`src/rtl/hctl_pkg.sv`:
```
package hctl_pkg;
   // Write target select values on the register port
   typedef enum logic {
      WSEL_EVT_CLR = 1'b0,
      WSEL_ENABLE  = 1'b1
   } wsel_e;

   // Event register width: a rise/fall pair per line plus three message events
   function automatic int evt_width(input int lines);
      return 2 * lines + 3;
   endfunction
endpackage

```
`src/rtl/hctl_sync.sv`:
```
module hctl_sync #(
   parameter int STAGES = 2
) (
   input  logic clk,
   input  logic rst_n,
   input  logic din,
   output logic dout
);
   logic [STAGES-1:0] chain;

   always_ff @(posedge clk) begin
      if (!rst_n) chain <= '0;
      else        chain <= {chain[STAGES-2:0], din};
   end

   assign dout = chain[STAGES-1];
endmodule

```
`src/rtl/hctl_level_filter.sv`:
```
module hctl_level_filter #(
   parameter int FILT_LEN = 3
) (
   input  logic clk,
   input  logic rst_n,
   input  logic filt_en,
   input  logic din,
   output logic level
);
   localparam int CNT_W = (FILT_LEN > 2) ? $clog2(FILT_LEN) : 1;
   localparam logic [CNT_W-1:0] CNT_LAST = CNT_W'(FILT_LEN - 1);

   logic [CNT_W-1:0] run_cnt;

   always_ff @(posedge clk) begin
      if (!rst_n) begin
         level   <= 1'b0;
         run_cnt <= '0;
      end else if (!filt_en) begin
         level   <= din;
         run_cnt <= '0;
      end else if (din == level) begin
         run_cnt <= '0;
      end else if (run_cnt == CNT_LAST) begin
         level   <= din;
         run_cnt <= '0;
      end else begin
         run_cnt <= run_cnt + 1'b1;
      end
   end
endmodule

```
`src/rtl/hctl_evt_bank.sv`:
```
module hctl_evt_bank
   import hctl_pkg::*;
#(
   parameter int NUM_LINES = 4,
   parameter int REG_W     = 16
) (
   input  logic                 clk,
   input  logic                 rst_n,
   input  logic [NUM_LINES-1:0] level,
   input  logic                 data_evt,
   input  logic                 cmd_evt,
   input  logic                 bad_term_evt,
   input  logic                 wr_en,
   input  logic                 wr_sel,
   input  logic [REG_W-1:0]     wr_data,
   output logic [REG_W-1:0]     evt_q,
   output logic [REG_W-1:0]     en_q,
   output logic                 irq
);
   localparam int EVT_W    = evt_width(NUM_LINES);
   localparam int DATA_BIT = 2 * NUM_LINES;

   logic [NUM_LINES-1:0] level_d;
   logic [EVT_W-1:0]     set_v, clr_v, evt_r, en_r;
   logic                 unused_wr_hi;

   genvar gi;
   generate
      for (gi = 0; gi < NUM_LINES; gi++) begin : g_edge
         assign set_v[2*gi]   =  level[gi] & ~level_d[gi];
         assign set_v[2*gi+1] = ~level[gi] &  level_d[gi];
      end
   endgenerate

   assign set_v[DATA_BIT]   = data_evt;
   assign set_v[DATA_BIT+1] = cmd_evt;
   assign set_v[DATA_BIT+2] = bad_term_evt;

   assign clr_v = (wr_en && wsel_e'(wr_sel) == WSEL_EVT_CLR) ? wr_data[EVT_W-1:0] : '0;
   assign unused_wr_hi = ^wr_data[REG_W-1:EVT_W];

   always_ff @(posedge clk) begin
      if (!rst_n) begin
         level_d <= '0;
         evt_r   <= '0;
         en_r    <= '0;
         irq     <= 1'b0;
      end else begin
         level_d <= level;
         evt_r   <= (evt_r & ~clr_v) | set_v;
         if (wr_en && wsel_e'(wr_sel) == WSEL_ENABLE)
            en_r <= wr_data[EVT_W-1:0];
         irq <= |(evt_r & en_r);
      end
   end

   assign evt_q = REG_W'(evt_r);
   assign en_q  = REG_W'(en_r);
endmodule

```
`src/rtl/hctl_event_unit.sv`:
```
module hctl_event_unit
   import hctl_pkg::*;
#(
   parameter int NUM_LINES      = 4,
   parameter int SYNC_STAGES    = 2,
   parameter int FILT_LEN       = 3,
   parameter int REG_W          = 16,
   parameter bit FILTER_PRESENT = 1'b1
) (
   input  logic                 clk,
   input  logic                 rst_n,
   input  logic [NUM_LINES-1:0] host_in,
   input  logic                 filt_en,
   input  logic                 data_evt,
   input  logic                 cmd_evt,
   input  logic                 bad_term_evt,
   input  logic                 wr_en,
   input  logic                 wr_sel,
   input  logic [REG_W-1:0]     wr_data,
   output logic [NUM_LINES-1:0] level_q,
   output logic [REG_W-1:0]     evt_q,
   output logic [REG_W-1:0]     en_q,
   output logic                 irq
);
   localparam int EVT_W = evt_width(NUM_LINES);

   generate
      if (SYNC_STAGES < 2) begin : g_chk_sync
         $error("hctl_event_unit: SYNC_STAGES must be at least 2");
      end
      if (FILT_LEN < 2) begin : g_chk_filt
         $error("hctl_event_unit: FILT_LEN must be at least 2");
      end
      if (REG_W <= EVT_W) begin : g_chk_regw
         $error("hctl_event_unit: REG_W must exceed the event count");
      end
   endgenerate

   logic [NUM_LINES-1:0] sync_v;

   genvar gl;
   generate
      for (gl = 0; gl < NUM_LINES; gl++) begin : g_line
         hctl_sync #(.STAGES(SYNC_STAGES)) u_sync (
            .clk  (clk),
            .rst_n(rst_n),
            .din  (host_in[gl]),
            .dout (sync_v[gl])
         );
         if (FILTER_PRESENT) begin : g_filt
            hctl_level_filter #(.FILT_LEN(FILT_LEN)) u_filt (
               .clk    (clk),
               .rst_n  (rst_n),
               .filt_en(filt_en),
               .din    (sync_v[gl]),
               .level  (level_q[gl])
            );
         end else begin : g_nofilt
            always_ff @(posedge clk) begin
               if (!rst_n) level_q[gl] <= 1'b0;
               else        level_q[gl] <= sync_v[gl];
            end
         end
      end
   endgenerate

   hctl_evt_bank #(.NUM_LINES(NUM_LINES), .REG_W(REG_W)) u_bank (
      .clk         (clk),
      .rst_n       (rst_n),
      .level       (level_q),
      .data_evt    (data_evt),
      .cmd_evt     (cmd_evt),
      .bad_term_evt(bad_term_evt),
      .wr_en       (wr_en),
      .wr_sel      (wr_sel),
      .wr_data     (wr_data),
      .evt_q       (evt_q),
      .en_q        (en_q),
      .irq         (irq)
   );
endmodule

```
`config.mk`:
```
export PLATFORM = sky130hd
export DESIGN_NAME = hctl_event_unit
export DESIGN_NICKNAME = d
export VERILOG_FILES = /design/src/rtl/hctl_pkg.sv /design/src/rtl/hctl_sync.sv /design/src/rtl/hctl_level_filter.sv /design/src/rtl/hctl_evt_bank.sv /design/src/rtl/hctl_event_unit.sv
export SDC_FILE = /design/constraint.sdc
export NUM_CORES = 1
export LEC_CHECK = 0
export ABC_AREA = 0
export CAP_MARGIN = 5
export CORE_AREA = 2 2 73 75
export DETAILED_ROUTE_END_ITERATION = 16
export DIE_AREA = 0 0 75 77
export PLACE_DENSITY = 0.72
export SETUP_SLACK_MARGIN = 0.15
export SYNTH_ARGS = -nofsm -noshare
export SYNTH_HDL_FRONTEND = slang
export SYNTH_HIERARCHICAL = 1
export SYNTH_SLANG_ARGS = --single-unit
export TNS_END_PERCENT = 1
```
`constraint.sdc`:
```
create_clock -name clk -period 1.1 [get_ports clk]
set_input_delay 0.33 -clock clk [delete_from_list [all_inputs] [get_ports clk]]
set_output_delay 0.33 -clock clk [all_outputs]
set_load 0.01 [all_outputs]
```
# Word level (Yosys, flattened, before mapping)
# Index checks and enable logic that the tools add are counted.
dict set report classes {
  eq_ne 16
  reduce_logical 11
  n_addsub 4
  bitwise_logic 23
  n_mux 13
}
# cell n
set ops {}
lappend ops {{bitwise AND 11 bit} 2}
lappend ops {{OR reduction 4 bit} 4}
lappend ops {{2-to-1 mux 1 bit} 12}
lappend ops {{2-to-1 mux 11 bit} 1}
lappend ops {{NOT 1 bit} 11}
lappend ops {{NOT 11 bit} 1}
lappend ops {{OR 11 bit} 1}
lappend ops {{OR reduction 11 bit} 1}
lappend ops {{adder 2 x 1 -> 2 bit (second input constant)} 4}
lappend ops {{bitwise AND 1 bit} 8}
lappend ops {{equality test 2 bit (second input constant)} 4}
lappend ops {{!= test 2 x 1 -> 1 bit (second input constant)} 4}
lappend ops {{!= test 2 bit (second input constant)} 4}
lappend ops {{AND reduction 2 bit} 4}
lappend ops {{equality test 1 bit} 4}
lappend ops {{logical AND 1 bit} 2}
dict set report totals {
  wordCells 83
  reg_bits 47
  out_inout_bits 37
  inputBits 28
}

# Longest topological paths before layout
# Gate-level depths: netlist of run 1.
dict set report depth {
  word_depth 6
  depth_mapped 4
  mapped_depth_nobuf 4
}

# Cells and area by module
# The synthesis of run 1 kept the hierarchy.
# mod cells_per_inst seq_area_each_um2 n_inst area_each_um2
set modules_own_cells {}
lappend modules_own_cells {hctl_evt_bank 120 540.5 1 1148.6}
lappend modules_own_cells {hctl_level_filter 12 60.1 4 138.9}
lappend modules_own_cells {hctl_sync 4 40.0 4 52.6}

# Least setup slack after synthesis of run 1
# Ideal clock, no wire load.
dict set report synth_path {
  path_kind {register to register}
  from {reg g_line[0].g_filt.u_filt.run_cnt[0]}
  to {reg g_line[0].g_filt.u_filt.run_cnt[0]}
  arrival_ns 0.950
  setup_slack_ns 0.063
  t_required_ns 1.013
  n_path_buf 0
  setup_ns 0.087
  stages_incl_launch_ff 5
  path_cell_list {dfxtp_1 -> inv_1 -> ha_1 -> nand2b_1 -> nor4b_2}
}
dict set report synth_via {
  elab_chain_len 2
  word_cells_on_any_way 3
  classes_between {1 x add/sub; 1 x eq/ne; 1 x reduce/logical}
}
# element line_no
set synth_rtl {}
lappend synth_rtl {{start: declaration} hctl_level_filter.sv:13} ;# logic [CNT_W-1:0] run_cnt;
lappend synth_rtl {{start signal: assignment} hctl_level_filter.sv:28} ;# run_cnt <= run_cnt + 1'b1;
lappend synth_rtl {{equality test 2 bit} hctl_level_filter.sv:24} ;# end else if (run_cnt == CNT_LAST) begin
lappend synth_rtl {{OR reduction 4 bit (no source line)} -}
# Several ways; a longest one is shown, not always the timed one.
# A chain may end at the register's enable or synchronous reset.

# Final worst setup path of run 1
dict set report layout_path {
  from {reg u_bank.evt_r[3]}
  to {reg u_bank.irq}
}
dict set report layout_via {
  elab_chain_len 2
}
# element line_no
set layout_rtl {}
lappend layout_rtl {{start: declaration} hctl_evt_bank.sv:24} ;# logic [EVT_W-1:0] set_v, clr_v, evt_r, en_r;
lappend layout_rtl {{start signal: assignment} hctl_evt_bank.sv:50} ;# evt_r <= (evt_r & ~clr_v) | set_v;
lappend layout_rtl {{bitwise AND 11 bit} hctl_evt_bank.sv:53} ;# irq <= |(evt_r & en_r);
lappend layout_rtl {{OR reduction 11 bit} hctl_evt_bank.sv:53}
lappend layout_rtl {{end signal: assignment} hctl_evt_bank.sv:53}
lappend layout_rtl {{end: declaration} hctl_evt_bank.sv:18} ;# output logic irq
# No other way between the ends.

==> results.json, run 1 <==
{
  "status": "finished with violations",
  "violations": "setup timing",
  "ir_worst_vdd_mv": 0.891,
  "cp_top_family": "compound AO/OA/AOI/OAI gates",
  "critPathSlowestCell": "dfxtp_2",
  "synth_top_family_by_area": "simple AND/OR/NAND/NOR gates",
  "hold_buffers": 0,
  "vias": 1522,
  "wire_per_inst_um": 12.7,
  "top_layer": "met4",
  "die_h_um": 77,
  "r2r_slack_ps": -40,
  "drc": 0,
  "comb_power_share_pct": 15.6,
  "dp_slack_ps": -472,
  "worst-path-buf-inv": 1,
  "clk_pin_slew_worst_paths_ps": 80,
  "hold_viol_final": 0,
  "first_iter_violations": 83,
  "min-delay-start": "g_line[0].g_filt.u_filt/run_cnt[0]$_SDFF_PP0_",
  "synth_adder_area_share_pct": 2.61,
  "diodes": 0,
  "clock_path_buffers": 2,
  "worstPathRequired_ps": 1270,
  "clock-sinks": 47,
  "power_frac_seq_pct": 53.7,
  "maxCapViolCount": 0,
  "grt.overflow.total": 0,
  "final_cell_mix": "nand2_1, dfxtp_2, buf_4, buf_6, clkdlybuf4s50_1",
  "layout_commonest_cell": "nand2_1",
  "finalMaxSlewViolations": 0,
  "grt_usage_pct": 15.5,
  "wl_met2_um": 2210,
  "cts_root_buf": "clkbuf_8",
  "hold_end": "g_line[0].g_filt.u_filt/run_cnt[0]$_SDFF_PP0_",
  "first_pass_iters": 4,
  "gp_congestion": 0.798,
  "worst_setup_path_end_kind": "flip-flop",
  "dp.cells": 329,
  "dieArea_sq_um": 5780,
  "yosysWarnings": 6,
  "swShare_pct": 23.7,
  "path_class": "flip-flop to flip-flop",
  "power.internal_mw": 2.56,
  "routed_via_density": 4.50,
  "fin_cells": 338,
  "rr_endpoint": "u_bank/irq$_SDFF_PN0_",
  "ys_ff_latch": 47,
  "rsz0062_at_grt": "true",
  "min_path_cells": 1,
  "arrival_ps": 1310,
  "fin_nets": 300,
  "yosysSeqAreaShare_pct": 49.2,
  "synth-compound-area-share_pct": 15.9,
  "finalCritPeriodShare_pct": 104,
  "drive_above_1_share_pct": 51.9,
  "m1WireLength_um": 1780,
  "synth_mux_area_share_pct": 2.09,
  "final.min_clock_period_ps": 1140,
  "grt_pass1_wl_um": 6830,
  "coreArea_sq_um": 4980,
  "die_x_um": 75,
  "grt_max_degree": 25,
  "skew_ps": 2.40,
  "final_antenna_net_count": 0,
  "cp-start-kind": "flip-flop",
  "pwr-share-clk_pct": 30.7,
  "wl_um": 4290,
  "dp_hpwl_um": 3030,
  "path_cells": "buf_4, a22o_1, a221oi_2, a31oi_1",
  "finalSetupTns_ps": -42.5,
  "grt_pass1_vias": 1520,
  "reg2regPathDepth": 4,
  "clk-insertion-delay-late_ps": 290,
  "pin_count": 65,
  "port_buffers": 49,
  "regToRegStartpoint": "u_bank/evt_r[3]$_SDFF_PN0_",
  "antenna_found_initial": 0,
  "htreeDepth": 2,
  "synth_xor_xnor_area_share_pct": 1.83,
  "p_per_area_nw_per_um2": 1110,
  "cts_buffers": 5,
  "rows": 26,
  "syn_area_per_cell_sq_um": 10.4,
  "synth_cell_types": 25,
  "finalSetupViolCount": 1,
  "fin_ws_ps": -42.5,
  "synth-simple-area-share_pct": 21.3,
  "areaGrowthSynthToFinish_pct": 58.6,
  "wl_met3_um": 260,
  "cp_max_fo": 2,
  "max_freq_mhz": 875,
  "syn-cell-area_sq_um": 1910,
  "start_util_pct": 38.5,
  "hp-class": "flip-flop to flip-flop",
  "leakage_nw": 1.23,
  "cts_tree": "built",
  "p_switching_mw": 0.797,
  "cp_slowest_stage_delay_ps": 330,
  "syn_inst": 184
}
-- flip-flops by register name (all words and copies together), names as in the netlist --
signal and cells:
g_line.g_filt.u_filt/level 4, g_line.g_filt.u_filt/run_cnt 8, g_line.u_sync/chain 8, u_bank/en_r 11, u_bank/evt_r 11, u_bank/irq 1
u_bank/level_d 4
-- worst max-delay path by stage --
stage	from	end	slack (ps)	depth (start not counted)
after floorplan	g_line[0].g_filt.u_filt/run_cnt[0]$_SDFF_PP0_	g_line[0].g_filt.u_filt/run_cnt[0]$_SDFF_PP0_	140	4
after global placement	wr_en	u_bank/evt_r[9]$_SDFF_PN0_	-440	4
after detailed placement	wr_en	u_bank/evt_r[9]$_SDFF_PN0_	-470	4
after CTS	u_bank/en_r[3]$_SDFFE_PN0P_	u_bank/irq$_SDFF_PN0_	-30	4
after global routing	u_bank/en_r[3]$_SDFFE_PN0P_	u_bank/irq$_SDFF_PN0_	-80	4
final	u_bank/evt_r[3]$_SDFF_PN0_	u_bank/irq$_SDFF_PN0_	-40	4
-- synthesized netlist by cell type --
cell	n	area, sq um
a21bo_2	1	10.0
a21oi_2	9	78.8
nor2b_4	1	13.8
a222oi_1	1	10.0
a21oi_1	10	50.1
buf_2	3	15.0
inv_1	5	18.8
ha_1	4	50.1
o21a_1	3	22.5
buf_4	10	75.1
nand2_1	31	116
xnor2_1	4	35.0
a21bo_1	7	70.1
dfxtp_1	47	941
and2_2	1	7.51
buf_6	2	22.5
and2_1	12	75.1
a221oi_1	2	17.5
mux2i_1	4	40.0
a22o_1	2	17.5
conb_1	1	3.75
nand2b_1	12	75.1
nor4b_2	8	120
a31oi_1	1	6.26
a21boi_0	3	22.5
-- repair_timing --
| item | CTS | global route |
|---|---|---|
| pin swaps | 17 | 11 |
| cloned | 1 | 0 |
| setup buffers | 1 | 0 |
| gates resized for setup | 176 | 8 |
| endpoints found under the setup margin | 74 | 43 |
-- metal layers --
| layer | up-vias | track usage [%] |
|---|---|---|
| met5 | - | 0 |
| li1 | 767 | - |
| met3 | 4 | 5.78 |
| met4 | 0 | 4.64 |
| met1 | 702 | 16.9 |
| met2 | 49 | 27.1 |
-- metrics by stage --
step / power (mW) / utilization, % / hold WS [ps] / area [sq um]
after floorplan: 2.05 / - / 405 / 2010
after global placement: 2.30 / 55.2 / 414 / 2750
after detailed placement: 2.31 / 55.2 / 413 / 2750
after CTS: 3.39 / 60.3 / 427 / 3000
after global routing: 3.51 / 61.0 / 434 / 3040
final: 3.36 / 61.0 / 426 / 3040
-- power by group through the flow --
stage          combinational, mW  clock [mW]  sequential (mW)
3_3_place_gp               0.474           0             1.83
3_5_place_dp               0.483           0             1.83
6_report                   0.525        1.03             1.80
2_1_floorplan              0.195           0             1.85
5_1_grt                    0.565        1.14             1.81
4_1_cts                    0.518        1.07             1.80
-- logic make-up after synthesis --
group | count (synthesis)
adder cells (fa/ha/maj) | 4
buffers and inverters | 20
AND/OR/NAND/NOR | 65
other | 1
multiplexers | 4
AO/OA/AOI/OAI | 39
flip-flops | 47
XOR/XNOR | 4
-- area by class of cell --
| class | count | area [sq um] |
|---|---|---|
| Inverter | 5 | 18.8 |
| Fill cell | 422 | 1940 |
| Timing Repair Buffer | 83 | 822 |
| Clock buffer | 6 | 82.6 |
| Sequential cell | 47 | 978 |
| Clock inverter | 1 | 5.00 |
| Tap cell | 70 | 87.6 |
| Multi-Input combinational cell | 126 | 1040 |
Power figures use the tool's default switching activity.
==> run 2: changes to the inputs <==
--- a/config.mk
+++ b/config.mk
@@ -7,10 +7,10 @@
 export LEC_CHECK = 0
 export ABC_AREA = 0
 export CAP_MARGIN = 5
-export CORE_AREA = 2 2 73 75
+export CORE_AREA = 2 2 67 69
 export DETAILED_ROUTE_END_ITERATION = 16
-export DIE_AREA = 0 0 75 77
-export PLACE_DENSITY = 0.72
+export DIE_AREA = 0 0 69 71
+export PLACE_DENSITY = 0.81
 export SETUP_SLACK_MARGIN = 0.15
 export SYNTH_ARGS = -nofsm -noshare
 export SYNTH_HDL_FRONTEND = slang
==> constraint.sdc (replaced) <==
create_clock -name clk -period 1.5 [get_ports clk]
set_input_delay 0.45 -clock clk [delete_from_list [all_inputs] [get_ports clk]]
set_output_delay 0.45 -clock clk [all_outputs]
set_load 0.01 [all_outputs]
==> run 2 against run 1 <==
The run now ends clean. Combinational power fell by 46%. Die area fell by 15%. First-iteration DRC count fell by 40%. Core utilization fell by 0.18 points. Worst hold slack improved by 11 ps. Worst setup slack improved by 150 ps. Cell area fell by 16%.
==> results.json, run 2 (same netlist as run 1, synthesis figures left out) <==
{
  "cp_max_fo": 3,
  "dieArea_sq_um": 4900,
  "rows": 24,
  "cts_root_buf": "clkbuf_8",
  "cp_slowest_stage_delay_ps": 360,
  "max_freq_mhz": 720,
  "wire_per_inst_um": 12.2,
  "finalMaxSlewViolations": 0,
  "path_cells": "dlygate4sd2_1",
  "start_util_pct": 45.5,
  "drc": 0,
  "coreArea_sq_um": 4200,
  "antenna_found_initial": 0,
  "worst_setup_path_end_kind": "output pin",
  "leakage_nw": 1.03,
  "skew_ps": 2.96,
  "met3_usage_pct": 4.42,
  "power.internal_mw": 1.77,
  "gp_congestion": 0.764,
  "final.min_clock_period_ps": 1390,
  "power_frac_seq_pct": 56.6,
  "arrival_ps": 940,
  "critPathSlowestCell": "dfxtp_1",
  "cts_setup_buffers": 0,
  "cp_top_family": "flip-flops",
  "final_antenna_net_count": 0,
  "finalSetupViolCount": 0,
  "placed_cell_area_sq_um": 2500,
  "p_switching_mw": 0.556,
  "grtUsageMet2_pct": 26.4,
  "vias": 1412,
  "ir_worst_vdd_mv": 0.664,
  "largestRegisters": "u_bank/en_r: 11 flops, u_bank/evt_r: 11 flops",
  "clock-sinks": 47,
  "finalPower_mw": 2.32,
  "die_x_um": 69,
  "grtUsageMet1_pct": 19.2,
  "routed_via_density": 4.74,
  "htreeDepth": 2,
  "final_cell_mix": "dfxtp_1, nand2_1, clkdlybuf4s50_1, dlygate4sd2_1",
  "pin_count": 65,
  "diodes": 0,
  "swShare_pct": 23.9,
  "fin_area_sq_um": 2560,
  "layout_commonest_cell": "dfxtp_1",
  "worst-path-buf-inv": 1,
  "port_buffers": 49,
  "clk-insertion-delay-late_ps": 300,
  "clock_path_buffers": 2,
  "wl_um": 3650,
  "status": "complete, no violations",
  "whs_ps": 437,
  "grt_max_degree": 23,
  "clk_pin_slew_worst_paths_ps": 80,
  "die_h_um": 71,
  "dp.cells": 290,
  "grt.busiest_layer": "met2",
  "fin_cells": 298,
  "cts_tree": "built",
  "dp_slack_ps": -118,
  "areaGrowthSynthToFinish_pct": 33.5,
  "grt_pass1_vias": 1370,
  "cp-start-kind": "flip-flop",
  "fin_ws_ps": 111,
  "maxCapViolCount": 0,
  "grt_usage_pct": 16.1,
  "cts_buffers": 5,
  "first_pass_iters": 4,
  "p_per_area_nw_per_um2": 909,
  "fin_nets": 277,
  "first_iter_violations": 50,
  "hold_viol_final": 0,
  "grt_pass1_wl_um": 6270,
  "hp-class": "flip-flop to flip-flop",
  "grt.overflow.total": 0,
  "finalCritPeriodShare_pct": 92.6,
  "rsz0062_at_grt": "true",
  "hold_buffers": 0,
  "path_class": "flip-flop to output pin",
  "comb_power_share_pct": 12.1,
  "dp_hpwl_um": 2720,
  "worstPathRequired_ps": 1050,
  "pwr-share-clk_pct": 31.4,
  "drive_above_1_share_pct": 15.4
}
[run 2: timing repair]
| action | in CTS | in global routing |
|---|---|---|
| endpoints found under the setup margin | 27 | 33 |
| gates cloned | 0 | 0 |
| gates resized for setup | 27 | 13 |
[run 2: metrics by stage]
step                TNS, ps  util, %
floorplan                 0        -
global placement      -2120     59.4
detailed placement    -2770     59.4
CTS                       0     60.6
global route              0     60.8
finish                    0     60.8
[run 2: final timing paths]
kind                                                  from                                       endpoint  slack, ps  cells after the start
min reg2reg           g_line[3].u_sync/chain[0]$_SDFF_PN0_           g_line[3].u_sync/chain[1]$_SDFF_PN0_        440                      1
max                            u_bank/en_r[2]$_SDFFE_PN0P_                                        en_q[2]        110                      1
min                   g_line[3].u_sync/chain[0]$_SDFF_PN0_           g_line[3].u_sync/chain[1]$_SDFF_PN0_        440                      1
max reg2reg  g_line[1].g_filt.u_filt/run_cnt[0]$_SDFF_PP0_  g_line[1].g_filt.u_filt/run_cnt[0]$_SDFF_PP0_        310                      4
[run 2: layout make-up]
| class | instances | area (sq um) |
|---|---|---|
| inverter | 5 | 18.8 |
| sequential | 47 | 941 |
| clock inverter | 1 | 5.00 |
| clock buffer | 7 | 76.3 |
| multi-input combinational | 126 | 876 |
| fill | 363 | 1650 |
| timing repair buffer | 60 | 574 |
| tap | 52 | 65.1 |
[run 2: routing by layer]
layer | wire, um | up-vias
li1 | - | 719
met1 | 1660 | 646
met2 | 1720 | 42
met3 | 206 | 5
met4 | 67 | 0
met5 | 0 | -
[run 2: power groups by stage]
stage                     logic [mW]  registers (mW)  clock network [mW]
after floorplan                0.137            1.36                   0
after global placement         0.295            1.34                   0
after detailed placement       0.299            1.34                   0
after CTS                      0.281            1.31               0.749
after global routing           0.306            1.32               0.799
final                          0.281            1.31               0.729
